File: src/rtl/rfcap_pkg.sv
package rfcap_pkg;
  localparam int unsigned CTRL_BITS = 2;
  localparam int unsigned SEL_POS   = 0;
  localparam int unsigned MODE_POS  = 1;

  typedef enum logic {
    OP_CAPTURE = 1'b0,
    OP_SHIFT   = 1'b1
  } cap_op_e;
endpackage

File: src/rtl/rfcap_rst_sync.sv
module rfcap_rst_sync (
  input  logic clk,
  input  logic rst_n,
  output logic rst_core_n
);
  logic [1:0] sync_q;

  always_ff @(posedge clk or negedge rst_n) begin
    if (!rst_n) sync_q <= 2'b00;
    else        sync_q <= {sync_q[0], 1'b1};
  end

  assign rst_core_n = sync_q[1];
endmodule

File: src/rtl/rfcap_segment.sv
module rfcap_segment
  import rfcap_pkg::*;
#(
  parameter int unsigned SEG_BITS = 16,
  localparam int unsigned SEG_LEN = CTRL_BITS + 2 * SEG_BITS
) (
  input  logic                clk,
  input  logic                rst_core_n,
  input  cap_op_e             op,
  input  logic                ser_in,
  input  logic [SEG_BITS-1:0] slice_a,
  input  logic [SEG_BITS-1:0] slice_b,
  output logic [SEG_LEN-1:0]  state_o,
  output logic [SEG_BITS-1:0] cap_a,
  output logic [SEG_BITS-1:0] cap_b,
  output logic                port_sel,
  output logic                grp_mode
);
  logic [SEG_LEN-1:0] state_q, state_d;

  always_comb begin
    state_d = state_q;
    if (op == OP_SHIFT) begin
      state_d = {ser_in, state_q[SEG_LEN-1:1]};
    end else begin
      for (int i = 0; i < int'(SEG_BITS); i++) begin
        state_d[CTRL_BITS + 2*i]     = slice_a[i];
        state_d[CTRL_BITS + 2*i + 1] = slice_b[i];
      end
    end
  end

  always_ff @(posedge clk or negedge rst_core_n) begin
    if (!rst_core_n) state_q <= '0;
    else             state_q <= state_d;
  end

  always_comb begin
    for (int i = 0; i < int'(SEG_BITS); i++) begin
      cap_a[i] = state_q[CTRL_BITS + 2*i];
      cap_b[i] = state_q[CTRL_BITS + 2*i + 1];
    end
  end

  assign port_sel = state_q[SEL_POS];
  assign grp_mode = state_q[MODE_POS];
  assign state_o  = state_q;
endmodule

File: src/rtl/rfcap_portmux.sv
module rfcap_portmux #(
  parameter int unsigned W = 16
) (
  input  logic         sel_b,
  input  logic [W-1:0] in_a,
  input  logic [W-1:0] in_b,
  output logic [W-1:0] out_y
);
  always_comb begin
    if (sel_b) out_y = in_b;
    else       out_y = in_a;
  end
endmodule

File: src/rtl/rfcap_chain.sv
module rfcap_chain
  import rfcap_pkg::*;
#(
  parameter int unsigned SEG_BITS = 16,
  parameter int unsigned NUM_SEG  = 2,
  localparam int unsigned PORT_W    = SEG_BITS * NUM_SEG,
  localparam int unsigned SEG_LEN   = CTRL_BITS + 2 * SEG_BITS,
  localparam int unsigned CHAIN_LEN = SEG_LEN * NUM_SEG
) (
  input  logic              clk,
  input  logic              rst_n,
  input  logic              scan_en,
  input  logic              scan_in,
  input  logic [PORT_W-1:0] rd_a,
  input  logic [PORT_W-1:0] rd_b,
  output logic              scan_out,
  output logic [PORT_W-1:0] cmp_data,
  output logic [NUM_SEG-1:0] cmp_mode
);
  logic              rst_core_n;
  cap_op_e           op;
  logic [CHAIN_LEN-1:0] chain_q;
  logic [PORT_W-1:0] cap_a_w, cap_b_w;
  logic [NUM_SEG-1:0] sel_w;

  assign op = scan_en ? OP_SHIFT : OP_CAPTURE;

  rfcap_rst_sync u_rst (
    .clk        (clk),
    .rst_n      (rst_n),
    .rst_core_n (rst_core_n)
  );

  for (genvar k = 0; k < int'(NUM_SEG); k++) begin : g_seg
    logic ser_in_w;
    if (k == int'(NUM_SEG) - 1) begin : g_head
      assign ser_in_w = scan_in;
    end else begin : g_link
      assign ser_in_w = chain_q[SEG_LEN*(k+1)];
    end

    rfcap_segment #(.SEG_BITS(SEG_BITS)) u_seg (
      .clk        (clk),
      .rst_core_n (rst_core_n),
      .op         (op),
      .ser_in     (ser_in_w),
      .slice_a    (rd_a[SEG_BITS*k +: SEG_BITS]),
      .slice_b    (rd_b[SEG_BITS*k +: SEG_BITS]),
      .state_o    (chain_q[SEG_LEN*k +: SEG_LEN]),
      .cap_a      (cap_a_w[SEG_BITS*k +: SEG_BITS]),
      .cap_b      (cap_b_w[SEG_BITS*k +: SEG_BITS]),
      .port_sel   (sel_w[k]),
      .grp_mode   (cmp_mode[k])
    );

    rfcap_portmux #(.W(SEG_BITS)) u_mux (
      .sel_b (sel_w[k]),
      .in_a  (cap_a_w[SEG_BITS*k +: SEG_BITS]),
      .in_b  (cap_b_w[SEG_BITS*k +: SEG_BITS]),
      .out_y (cmp_data[SEG_BITS*k +: SEG_BITS])
    );
  end

  assign scan_out = chain_q[0];
endmodule

File: config.mk
export PLATFORM = sky130hd
export DESIGN_NAME = rfcap_chain
export DESIGN_NICKNAME = d
export VERILOG_FILES = /design/src/rtl/rfcap_pkg.sv /design/src/rtl/rfcap_rst_sync.sv /design/src/rtl/rfcap_segment.sv /design/src/rtl/rfcap_portmux.sv /design/src/rtl/rfcap_chain.sv
export SDC_FILE = /design/constraint.sdc
export NUM_CORES = 1
export LEC_CHECK = 0
export BUFFER_PORTS_ARGS = -buffer_cell sky130_fd_sc_hd__buf_2
export CORE_MARGIN = 2
export CORE_UTILIZATION = 50
export DETAILED_ROUTE_END_ITERATION = 8
export PLACE_DENSITY_LB_ADDON = 0.1
export SLEW_MARGIN = 10
export SYNTH_ARGS = -nofsm -noshare
export SYNTH_HDL_FRONTEND = slang
export SYNTH_SLANG_ARGS = --single-unit
File: constraint.sdc
create_clock -name clk -period 2.3 [get_ports clk]
set_input_delay 0.345 -clock clk [delete_from_list [all_inputs] [get_ports clk]]
set_output_delay 0.345 -clock clk [all_outputs]
set_load 0.02 [all_outputs]
### Word level (Yosys, flattened, before mapping)

Index checks and enable logic that the tools add are counted.

* output and inout port bits: 35
* bits in writable memories: 0
* logic and storage cells: 10
* memory bits (read-only): 0
* memories: 0
* bits of input ports: 68
* register bits: 70
* latch bits: 0

* div/mod/pow operators: 0
* multipliers: 0
* mux-type cells: 5
* reduce and logical (&&, ||, !) cells: 0
* equal/unequal tests: 0
* add/subtract/negate cells: 0
* shift-type cells: 0
* $lt $le $gt $ge: 0
* bitwise logic cells: 0

Operator list (number)
* two-way mux 32 bit: 2
* two-way mux 16 bit: 2
* two-way mux 1 bit: 1

### Longest topological paths before layout

Gate-level depths: netlist (run 1).

* depth in word-level cells: 2
* mapped depth: 4

### Cells and area by module

From an unflattened synthesis (run 1), not the netlist that was laid out.

* cells, all modules: 251
* area total of the unflattened synthesis: 3897.5 µm²

Modules (own cells, without submodules)
* rfcap_segment: instances 2, cells an instance 106, area each 1672.9 µm²
* rfcap_portmux: instances 2, cells an instance 18, area each 249.0 µm²
* rfcap_rst_sync: instances 1, cells an instance 3, area each 53.8 µm²

### Worst setup path before layout (run 1)

Ideal clock, no wire load.

* kind: register -> output
* from: register g_seg[0].u_seg.state_q[0]
* to: output cmp_data[10]
* path buffers: 2
* data required time: 1.955 ns
* stages on the path, launching flop included: 4
* data arrival time: 1.230 ns
* setup slack: 0.725 ns
* cell sequence: dfrtp_1 -> buf_4 -> buf_2 -> mux2_2

* longest elaborated chain between the ends: 1

Ends and longest elaborated chain
* start: declaration: RTL line rfcap_segment.sv:19 `logic [SEG_LEN-1:0] state_q, state_d;`
* start signal: assignment: RTL line rfcap_segment.sv:35 `else state_q <= state_d;`
* two-way mux 16 bit: RTL line rfcap_portmux.sv:10 `if (sel_b) out_y = in_b;`
* end: declaration: RTL line rfcap_chain.sv:17 `output logic [PORT_W-1:0] cmp_data,`

No other way between the ends.

### Worst setup path after layout (run 1)

* from: register g_seg[0].u_seg.state_q[0]
* to: output cmp_data[15]

Same word-level chain as after synthesis.

==> results of run 1 <==
## registers in the layout (all words and copies together) (netlist names)
register / cells
g_seg.u_seg.state_o: 68
u_rst.sync_q: 2
## power groups by stage
stage	Sequential, mW	Clock [mW]	Combinational, mW
after floorplan	1.44	0	0.540
after global placement	1.50	0	0.688
after detailed placement	1.50	0	0.693
after CTS	1.47	1.08	0.699
after global routing	1.50	1.15	0.739
final	1.47	1.06	0.690
## through the flow
| step | util | power, mW | instances |
|---|---|---|---|
| 2_1_floorplan | - | 1.98 | 185 |
| 3_3_place_gp | 0.610 | 2.18 | 351 |
| 3_5_place_dp | 0.610 | 2.19 | 351 |
| 4_1_cts | 0.648 | 3.26 | 368 |
| 5_1_grt | 0.648 | 3.39 | 368 |
| 6_report | 0.648 | 3.22 | 368 |
## cells in the final DEF, fill, tap and decap left out, drive strengths merged
cell type | synthesis | routed
conb | 1 | 1
mux2 | 100 | 100
clkinv | 0 | 2
dfrtp | 70 | 70
clkbuf | 0 | 12
dlygate4sd3 | 0 | 1
bufinv | 0 | 2
buf | 14 | 105
## worst max-delay path, delay by kind of cell, from the launching register on
kind | cells | cell delay (ns)
multiplexers | 1 | 0.42
buffers and inverters | 1 | 0.16
flip-flops | 1 | 0.82
## timing repair
| item | CTS | global route |
|---|---|---|
| hold buffers | 1 | 0 |
| gates resized for setup | 0 | 0 |
| endpoints found under the hold margin | 2 | 0 |
| endpoints found under the setup margin | 0 | 0 |
## cell families after synthesis
logic type | Yosys count
flip-flops | 70
buffers and inverters | 14
other | 1
multiplexers | 100
## layout make-up
cell class | count | area, µm² | area share
Clock inverter | 4 | 70.1 | 0.0183
Tap cell | 75 | 93.8 | 0.0245
Sequential cell | 70 | 1750 | 0.457
Multi-Input combinational cell | 101 | 1200 | 0.314
Clock buffer | 12 | 145 | 0.0378
Timing Repair Buffer | 106 | 571 | 0.149
## metal layers
layer / vias to the layer above / share of wire
met2: 63 / 0.47
met1: 876 / 0.44
met5: - / 0
met3: 8 / 0.076
li1: 857 / -
met4: 0 / 0.013
## path summary, 6_finish.rpt
| check | from | endpoint | cells after the start |
|---|---|---|---|
| worst max register to register | g_seg[0].u_seg.state_o[0] | g_seg[0].u_seg.state_o[0] | 1 |
| min in group clk | rd_a[26] | g_seg[1].u_seg.state_o[22] | 2 |
| max in group asynchronous | u_rst.sync_q[1] | g_seg[0].u_seg.state_o[32] | 1 |
| worst max-delay path | g_seg[0].u_seg.state_o[0] | cmp_data[15] | 2 |
| worst min register to register | u_rst.sync_q[1] | g_seg[1].u_seg.state_o[29] | 0 |
| worst min-delay path | u_rst.sync_q[1] | g_seg[1].u_seg.state_o[29] | 0 |
==> impl_metrics.csv, run 1 <==
group,metric,value,unit
setup_path,cp_slowest_cell,"dfrtp_1",
synthesis,synth_commonest_cells,"mux2_2 (80), dfrtp_1 (70), mux2_4 (20)",
synthesis,yosys.area.top_type,"dfrtp_1",
pwr,power_frac_comb,0.214,
sta,period_share,0.899,
pwr,swShare,0.263,
floorplanning,core_area,5920,µm²
setup_path,crit_required,1.96,ns
pwr,p_clk_frac,0.328,
detailed_routing,wl_per_cell,14.5,µm
sta,finalSetupViolCount,0,
global_routing,grt_pass1_wl,8340,µm
sta,tightest_slew,0.734,ns
sta,fin_ws,0.233,ns
synthesis,ys_seq_elements,70,
floorplanning,rows,28,
sta,hold_slack,0.220,ns
setup_path,reg2reg_slack,1.15,ns
synthesis,yosysSeqAreaShare,0.571,
synthesis,avgSynthCellArea,16.6,µm²
synthesis,synth_top_family_by_area,"multiplexers",
clocking,root_buffer,"clkbuf_8",
sta,hold_viol,0,
sta,setup_tns,0,ns
detailed_routing,first_iter_violations,39,
clocking,cts_buffers,9,
setup_path,crit_type,"reg2out",
layout,antenna_cells,0,
synthesis,synthCells,185,
run_status,status,"finished, final reports clean",
worst_hold_path,hp-class,"reg2async",
global_routing,antenna_found_initial,0,
synthesis,yosys.area_share.simple,0,
place,port_buffers,102,
sta,rsz0062_at_grt,"no",
detailed_routing,wl,5320,µm
pwr,power_density,838,nW/µm²
sta,clock-skew-final,0.00857,ns
setup_path,cp_cell_sequence,"mux2_2, buf_2",
clocking,ctsHtreeMaxLevel,3,
clocking,cts_buffer_depth,2,
global_routing,grtUsageMet1,0.205,
detailed_routing,route.detailed.drc,0,
synthesis,synth_nets,253,
sta,clock.fmax,484,MHz
synthesis,synth_compound_area_frac,0,
place,placed_cell_area,3610,µm²
pwr,vdd_drop_max,493,µV
synthesis,yosys_warnings,0,
global_routing,grt_pass1_vias,1865,
place,gp_congestion,0.715,
flow_run,drv_cap,0,
detailed_routing,viasPerCell,4.90,
synthesis,ys_types,8,
clocking,cts_sinks,70,
floorplanning,die_h,82.3,µm
global_routing,grt_max_degree,49,
floorplanning,die-area,6780,µm²
floorplanning,start_util,0.518,
global_routing,grt-ovfl-total,0,
synthesis,ys_top_cells_by_area,"dfrtp_1 (57%), mux2_2 (29%), mux2_4 (9.8%)",
global_routing,grt_use_met3,0.0576,
setup_path,worstSetupStartpointType,"flip-flop",
place,place_ws,0.558,ns
sta,slew_headroom,0.510,
clocking,cts_setup_buffers,0,
synthesis,netlist_area,3070,µm²
floorplanning,pin_count,103,
global_routing,met2_usage,0.266,
sta,period_needed,2.07,ns
setup_path,worstPathArrival,1.72,ns
pwr,intPower,2.37,mW
synthesis,synth_top_area_frac,0.571,
layout,layout-drive-gt1-share,0.751,
detailed_routing,vias,1804,
global_routing,grt_usage,0.166,
synthesis,async_reset_ff_frac,1.00,
synthesis,synthXorXnorAreaFrac,0,
pwr,p_sw,847,µW
layout,nNetsFinal,356,
pwr,pwr-share-seq,0.457,
clocking,cts_tree,"done",
pwr,power.leakage,1.84,nW
sta,slew_violations,0,
synthesis,synth_fa_ha_area_frac,0,
setup_path,crit_path_max_fanout,18,
synthesis,yosysMostFrequentCell,"mux2_2",
detailed_routing,antenna_left,0,
setup_path,endpoint_kind,"output pin",
layout,syn2layout_area_growth,25.0,%
synthesis,synth_edf_count,0,
layout,stdcell_area,3840,µm²
synthesis,yosys_most_used_dff,"dfrtp_1",
clocking,clkTransAtPathRegs,0.07,ns
setup_path,critPathMaxStageDelay,0.82,ns
floorplanning,dieWidth,82.3,µm
place,hpwl,3700,µm
synthesis,synthMuxAreaShare,0.391,
detailed_routing,first_pass_iters,3,
clocking,worst_skew_pair.late_latency,0.33,ns
global_routing,grt.busiest_layer,"met2",
layout,fillers,470,
Note: power is estimated with default switching activity, not from simulation.
==> run 2: changes to the inputs <==
Settings changed: CAP_MARGIN set to 20, CTS_CLUSTER_DIAMETER set to 30, PLACE_DENSITY set to 0.79, PLACE_DENSITY_LB_ADDON 0.1 to not set.
==> run 2 against run 1 <==
Clock-buffer cell count is 2 lower. Global-route usage is 0.34 points higher. Critical endpoint is now cmp_data[12]. Total power is 0.52% higher. Clock power hardly changed. Worst setup slack better by 0.010 ns.
==> impl_metrics.csv, run 2 (synthesized netlist as in run 1, its figures left out) <==
group,metric,value,unit
clocking,cts_sinks,70,
clocking,worst_skew_pair.late_latency,0.33,ns
layout,final_common_cell,"buf_2",
floorplanning,die-area,6780,µm²
global_routing,grt_max_degree,41,
global_routing,grt-ovfl-total,0,
setup_path,worstPathArrival,1.71,ns
setup_path,endpoint_kind,"output pin",
layout,fin_util,0.651,
setup_path,crit_path_max_fanout,18,
floorplanning,rows,28,
detailed_routing,first_pass_iters,2,
pwr,power.leakage,1.84,nW
place,hpwl,3920,µm
place,place_ws,0.548,ns
clocking,clkTransAtPathRegs,0.07,ns
sta,slew_violations,0,
layout,syn2layout_area_growth,25.5,%
sta,fin_ws,0.243,ns
layout,layout-drive-gt1-share,0.759,
layout,largest_reg_flops,68,
floorplanning,start_util,0.518,
detailed_routing,first_iter_violations,35,
global_routing,grt_pass1_wl,8450,µm
clocking,ctsHtreeMaxLevel,3,
global_routing,grt_usage,0.170,
global_routing,antenna_found_initial,0,
setup_path,crit_type,"reg2out",
detailed_routing,route.detailed.drc,0,
detailed_routing,wl,5410,µm
setup_path,crit_required,1.96,ns
clocking,root_buffer,"clkbuf_8",
worst_hold_path,hp-class,"in2reg",
run_status,status,"finished, final reports clean",
pwr,power_density,839,nW/µm²
sta,hold_viol,0,
layout,mostFrequentLayoutCells,"buf_2 (101), mux2_2 (80), dfrtp_1 (69), mux2_4 (20), clkbuf_8 (10)",
floorplanning,die_h,82.3,µm
sta,tightest_slew,0.721,ns
global_routing,grt_pass1_vias,1812,
setup_path,worstSetupStartpointType,"flip-flop",
pwr,total_power,3.23,mW
sta,hold_slack,0.233,ns
place,placed_cell_area,3620,µm²
sta,rsz0062_at_grt,"no",
sta,slew_headroom,0.519,
detailed_routing,antenna_left,0,
detailed_routing,vias,1796,
place,dp.cells,352,
clocking,cts_tree,"done",
place,gp_congestion,0.708,
detailed_routing,viasPerCell,4.87,
layout,layout.cells.non_filler,369,
detailed_routing,wl_per_cell,14.6,µm
layout,nNetsFinal,357,
sta,clock.fmax,486,MHz
sta,period_needed,2.06,ns
sta,period_share,0.894,
clocking,cts_buffer_depth,2,
floorplanning,pin_count,103,
floorplanning,core_area,5920,µm²
sta,clock-skew-final,0.00697,ns
clocking,cts_buffers,9,
layout,fillers,460,
flow_run,drv_cap,0,
sta,finalSetupViolCount,0,
layout,antenna_cells,0,
sta,setup_tns,0,ns
pwr,vdd_drop_max,505,µV
floorplanning,dieWidth,82.3,µm
layout,stdcell_area,3850,µm²
place,port_buffers,102,
==> run 2: cell types whose count changed in the layout (fill, tap and decap cells not counted), sizes merged <==
cell and delta:
buf +1, clkbuf -2, clkinvlp +2
==> run 2: path summary, 6_finish.rpt <==
| check | from | to | slack [ns] | depth (start not counted) |
|---|---|---|---|---|
| worst max register to register | g_seg[0].u_seg.state_o[0] | g_seg[0].u_seg.state_o[0] | 1.16 | 1 |
| worst min-delay path | rd_b[8] | g_seg[0].u_seg.state_o[19] | 0.23 | 2 |
| worst min register to register | u_rst.sync_q[1] | g_seg[0].u_seg.state_o[28] | 0.30 | 0 |
| worst max-delay path | g_seg[0].u_seg.state_o[0] | cmp_data[12] | 0.24 | 2 |
| min in group asynchronous | u_rst.sync_q[1] | g_seg[0].u_seg.state_o[28] | 0.30 | 0 |
| max in group asynchronous | u_rst.sync_q[1] | g_seg[0].u_seg.state_o[3] | 1.38 | 1 |
==> run 2: final cells by class <==
| cell class | count | area [µm²] | area share |
|---|---|---|---|
| clock buffers | 10 | 138 | 0.0357 |
| clock inverters | 6 | 85.1 | 0.0221 |
| flip-flops and latches | 70 | 1750 | 0.455 |
| well taps | 75 | 93.8 | 0.0244 |
| repair buffers | 107 | 578 | 0.150 |
| multi-input cells | 101 | 1200 | 0.313 |
==> run 2: routing by layer <==
layer,GRT usage,wire (µm)
met5,0,0
met2,0.278,2810
met3,0.0587,350
met1,0.202,2180
met4,0.0750,65
==> run 2: what timing repair did <==
item | in CTS | in global routing
hold buffers | 1 | 0
resized for setup | 0 | 0
setup buffers | 0 | 0
endpoints found under the hold margin | 2 | 0
==> run 2: worst max-delay path, stage by stage, from the launching register on <==
cell	delay, ns
dfrtp_1	0.81
mux2_2	0.41
buf_2	0.16
==> run 2: report_power, final <==
part | switching (mW) | leakage, nW | internal, mW
clock | 0.435 | 0.108 | 0.635
combinational | 0.334 | 0.918 | 0.378
sequential | 0.0928 | 0.817 | 1.36
==> run 3: changes to the inputs <==
Settings changed: CORE_UTILIZATION 50 to 45, PLACE_DENSITY 0.79 to 0.75.
Clock period 2.3 ns to 1.8 ns, I/O delays scaled along.
==> run 3 against run 2 <==
Clock power grew 8%. Highest routed layer unchanged. Critical path type unchanged. Clock skew shrank 0.0021 ns. Final area shrank 0.55%. Largest cell class unchanged. Cell count grew 2.2%. Largest power group unchanged.
==> impl_metrics.csv, run 3 (synthesized netlist as in run 1, its figures left out) <==
group,metric,value,unit
sta,period_share,0.935,
pwr,vdd_drop_max,724,µV
detailed_routing,route.detailed.drc,0,
layout,syn2layout_area_growth,24.8,%
worst_hold_path,hold_path_depth,2,
layout,fillers,558,
clocking,cts_sinks,70,
sta,hold_slack,0.156,ns
floorplanning,dieWidth,86.6,µm
setup_path,endpoint_kind,"output pin",
setup_path,cp.buffers_inverters,2,
run_status,status,"finished, final reports clean",
worst_hold_path,hp-class,"in2reg",
global_routing,grt_pass1_vias,1925,
layout,layout.cells.non_filler,377,
worst_hold_path,hold_start,"rd_b[25]",
sta,slew_headroom,0.621,
sta,rsz0062_at_grt,"no",
setup_path,crit_type,"reg2out",
sta,setup_tns,0,ns
clocking,ctsHtreeMaxLevel,3,
layout,nNetsFinal,360,
floorplanning,start_util,0.459,
detailed_routing,wl,5540,µm
global_routing,grt_usage,0.162,
setup_path,worstPathArrival,1.41,ns
detailed_routing,vias,1797,
global_routing,antenna_found_initial,0,
clocking,cts_tree,"done",
clocking,cts_buffer_depth,2,
detailed_routing,viasPerCell,4.77,
clocking,worst_skew_pair.late_latency,0.34,ns
setup_path,crit_path_max_fanout,10,
place,gp_congestion,0.760,
layout,largest_reg_flops,68,
place,port_buffers,102,
layout,final_common_cell,"buf_2",
setup_path,cp_top_family,"buffers and inverters",
worst_hold_path,min_to,"g_seg[1].u_seg.state_o[21]",
layout,antenna_cells,0,
pwr,total_power,3.94,mW
place,hpwl,3800,µm
layout,mostFrequentLayoutCells,"buf_2 (101), mux2_2 (80), dfrtp_1 (69), mux2_4 (20), clkbuf_8 (11)",
layout,layout-drive-gt1-share,0.761,
clocking,cts_setup_buffers,0,
clocking,root_buffer,"clkbuf_8",
setup_path,r2r_end,"g_seg[0].u_seg.state_o[0]",
setup_path,cp_slowest_cell,"mux2_2",
sta,clock.fmax,594,MHz
sta,slew_violations,0,
flow_run,drv_cap,0,
floorplanning,die-area,7500,µm²
setup_path,cp_cell_sequence,"buf_4, mux2_2, buf_2",
sta,tightest_slew,0.568,ns
global_routing,grt_max_degree,69,
sta,hold_viol,0,
place,placed_cell_area,3640,µm²
setup_path,crit_required,1.53,ns
setup_path,reg2reg_slack,0.85,ns
detailed_routing,first_iter_violations,55,
setup_path,r2r-start,"g_seg[0].u_seg.state_o[0]",
setup_path,rr_worst_depth,2,
sta,finalSetupViolCount,0,
detailed_routing,antenna_left,0,
place,dp.cells,360,
detailed_routing,wl_per_cell,14.7,µm
pwr,power_density,1030,nW/µm²
setup_path,critPathMaxStageDelay,0.36,ns
sta,period_needed,1.68,ns
global_routing,grt-ovfl-total,0,
sta,clock-skew-final,0.00487,ns
detailed_routing,first_pass_iters,4,
floorplanning,core_area,6680,µm²
floorplanning,rows,30,
floorplanning,pin_count,103,
global_routing,grt_pass1_wl,9140,µm
pwr,power.leakage,1.84,nW
setup_path,worstSetupStartpointType,"flip-flop",
clocking,clkTransAtPathRegs,0.07,ns
layout,stdcell_area,3830,µm²
clocking,ctsResizeCount,0,
floorplanning,die_h,86.6,µm
clocking,cts_buffers,9,
[run 3: cell types whose count changed in the layout (fill, tap and decap cells not counted), sizes merged]
| cell | before | now |
|---|---|---|
| buf | 106 | 109 |
| clkbuf | 10 | 11 |
| bufinv | 2 | 0 |
| clkinv | 2 | 3 |
[run 3: report_power, final]
part	switching (mW)	total (mW)	internal [mW]
Clock	0.585	1.16	0.572
Sequential	0.0814	1.82	1.74
Combinational	0.470	0.967	0.497
[run 3: final cells by class]
class,instances,area (µm²),area share
Sequential cell,70,1750,0.458
Multi-Input combinational cell,101,1200,0.315
Timing Repair Buffer,110,588,0.153
Clock buffer,11,151,0.0395
Tap cell,80,100,0.0261
Clock inverter,5,33.8,0.00882
[run 3: how the worst max path moves through the flow]
stage / start / endpoint / slack [ns] / depth (start not counted)
6_report: g_seg[1].u_seg.state_o[0] / cmp_data[21] / 0.12 / 3
5_1_grt: g_seg[0].u_seg.state_o[0] / cmp_data[0] / 0.05 / 3
4_1_cts: g_seg[0].u_seg.state_o[0] / cmp_data[13] / 0.1 / 3
3_5_place_dp: g_seg[0].u_seg.state_o[0] / cmp_data[13] / 0.47 / 3
3_3_place_gp: g_seg[0].u_seg.state_o[0] / cmp_data[11] / 0.49 / 3
2_1_floorplan: g_seg[0].u_seg.state_o[0] / cmp_data[10] / 0.30 / 3
[run 3: per-layer routing]
metal | wire (µm) | share of wire | up-vias | GRT usage
met3 | 403 | 0.073 | 5 | 0.0752
met2 | 2560 | 0.46 | 72 | 0.242
met4 | 62 | 0.011 | 0 | 0.0426
met5 | 0 | 0 | - | 0
met1 | 2510 | 0.45 | 857 | 0.216
li1 | - | - | 863 | -
[run 3: timing repair]
action / in CTS / in global routing
endpoints found under the setup margin: 0 / 0
endpoints found under the hold margin: 2 / 0
hold buffers: 1 / 0
[run 3: worst register-to-register path: stages (launching register included)]
cell and delay [ns]:
dfrtp_1 0.38, buf_4 0.19, mux2_2 0.27
[run 3: metrics by stage]
stage / setup WS [ns] / util
2_1_floorplan: 0.300 / -
3_3_place_gp: 0.494 / 0.544
3_5_place_dp: 0.469 / 0.544
4_1_cts: 0.0972 / 0.573
5_1_grt: 0.0479 / 0.573
6_report: 0.117 / 0.573
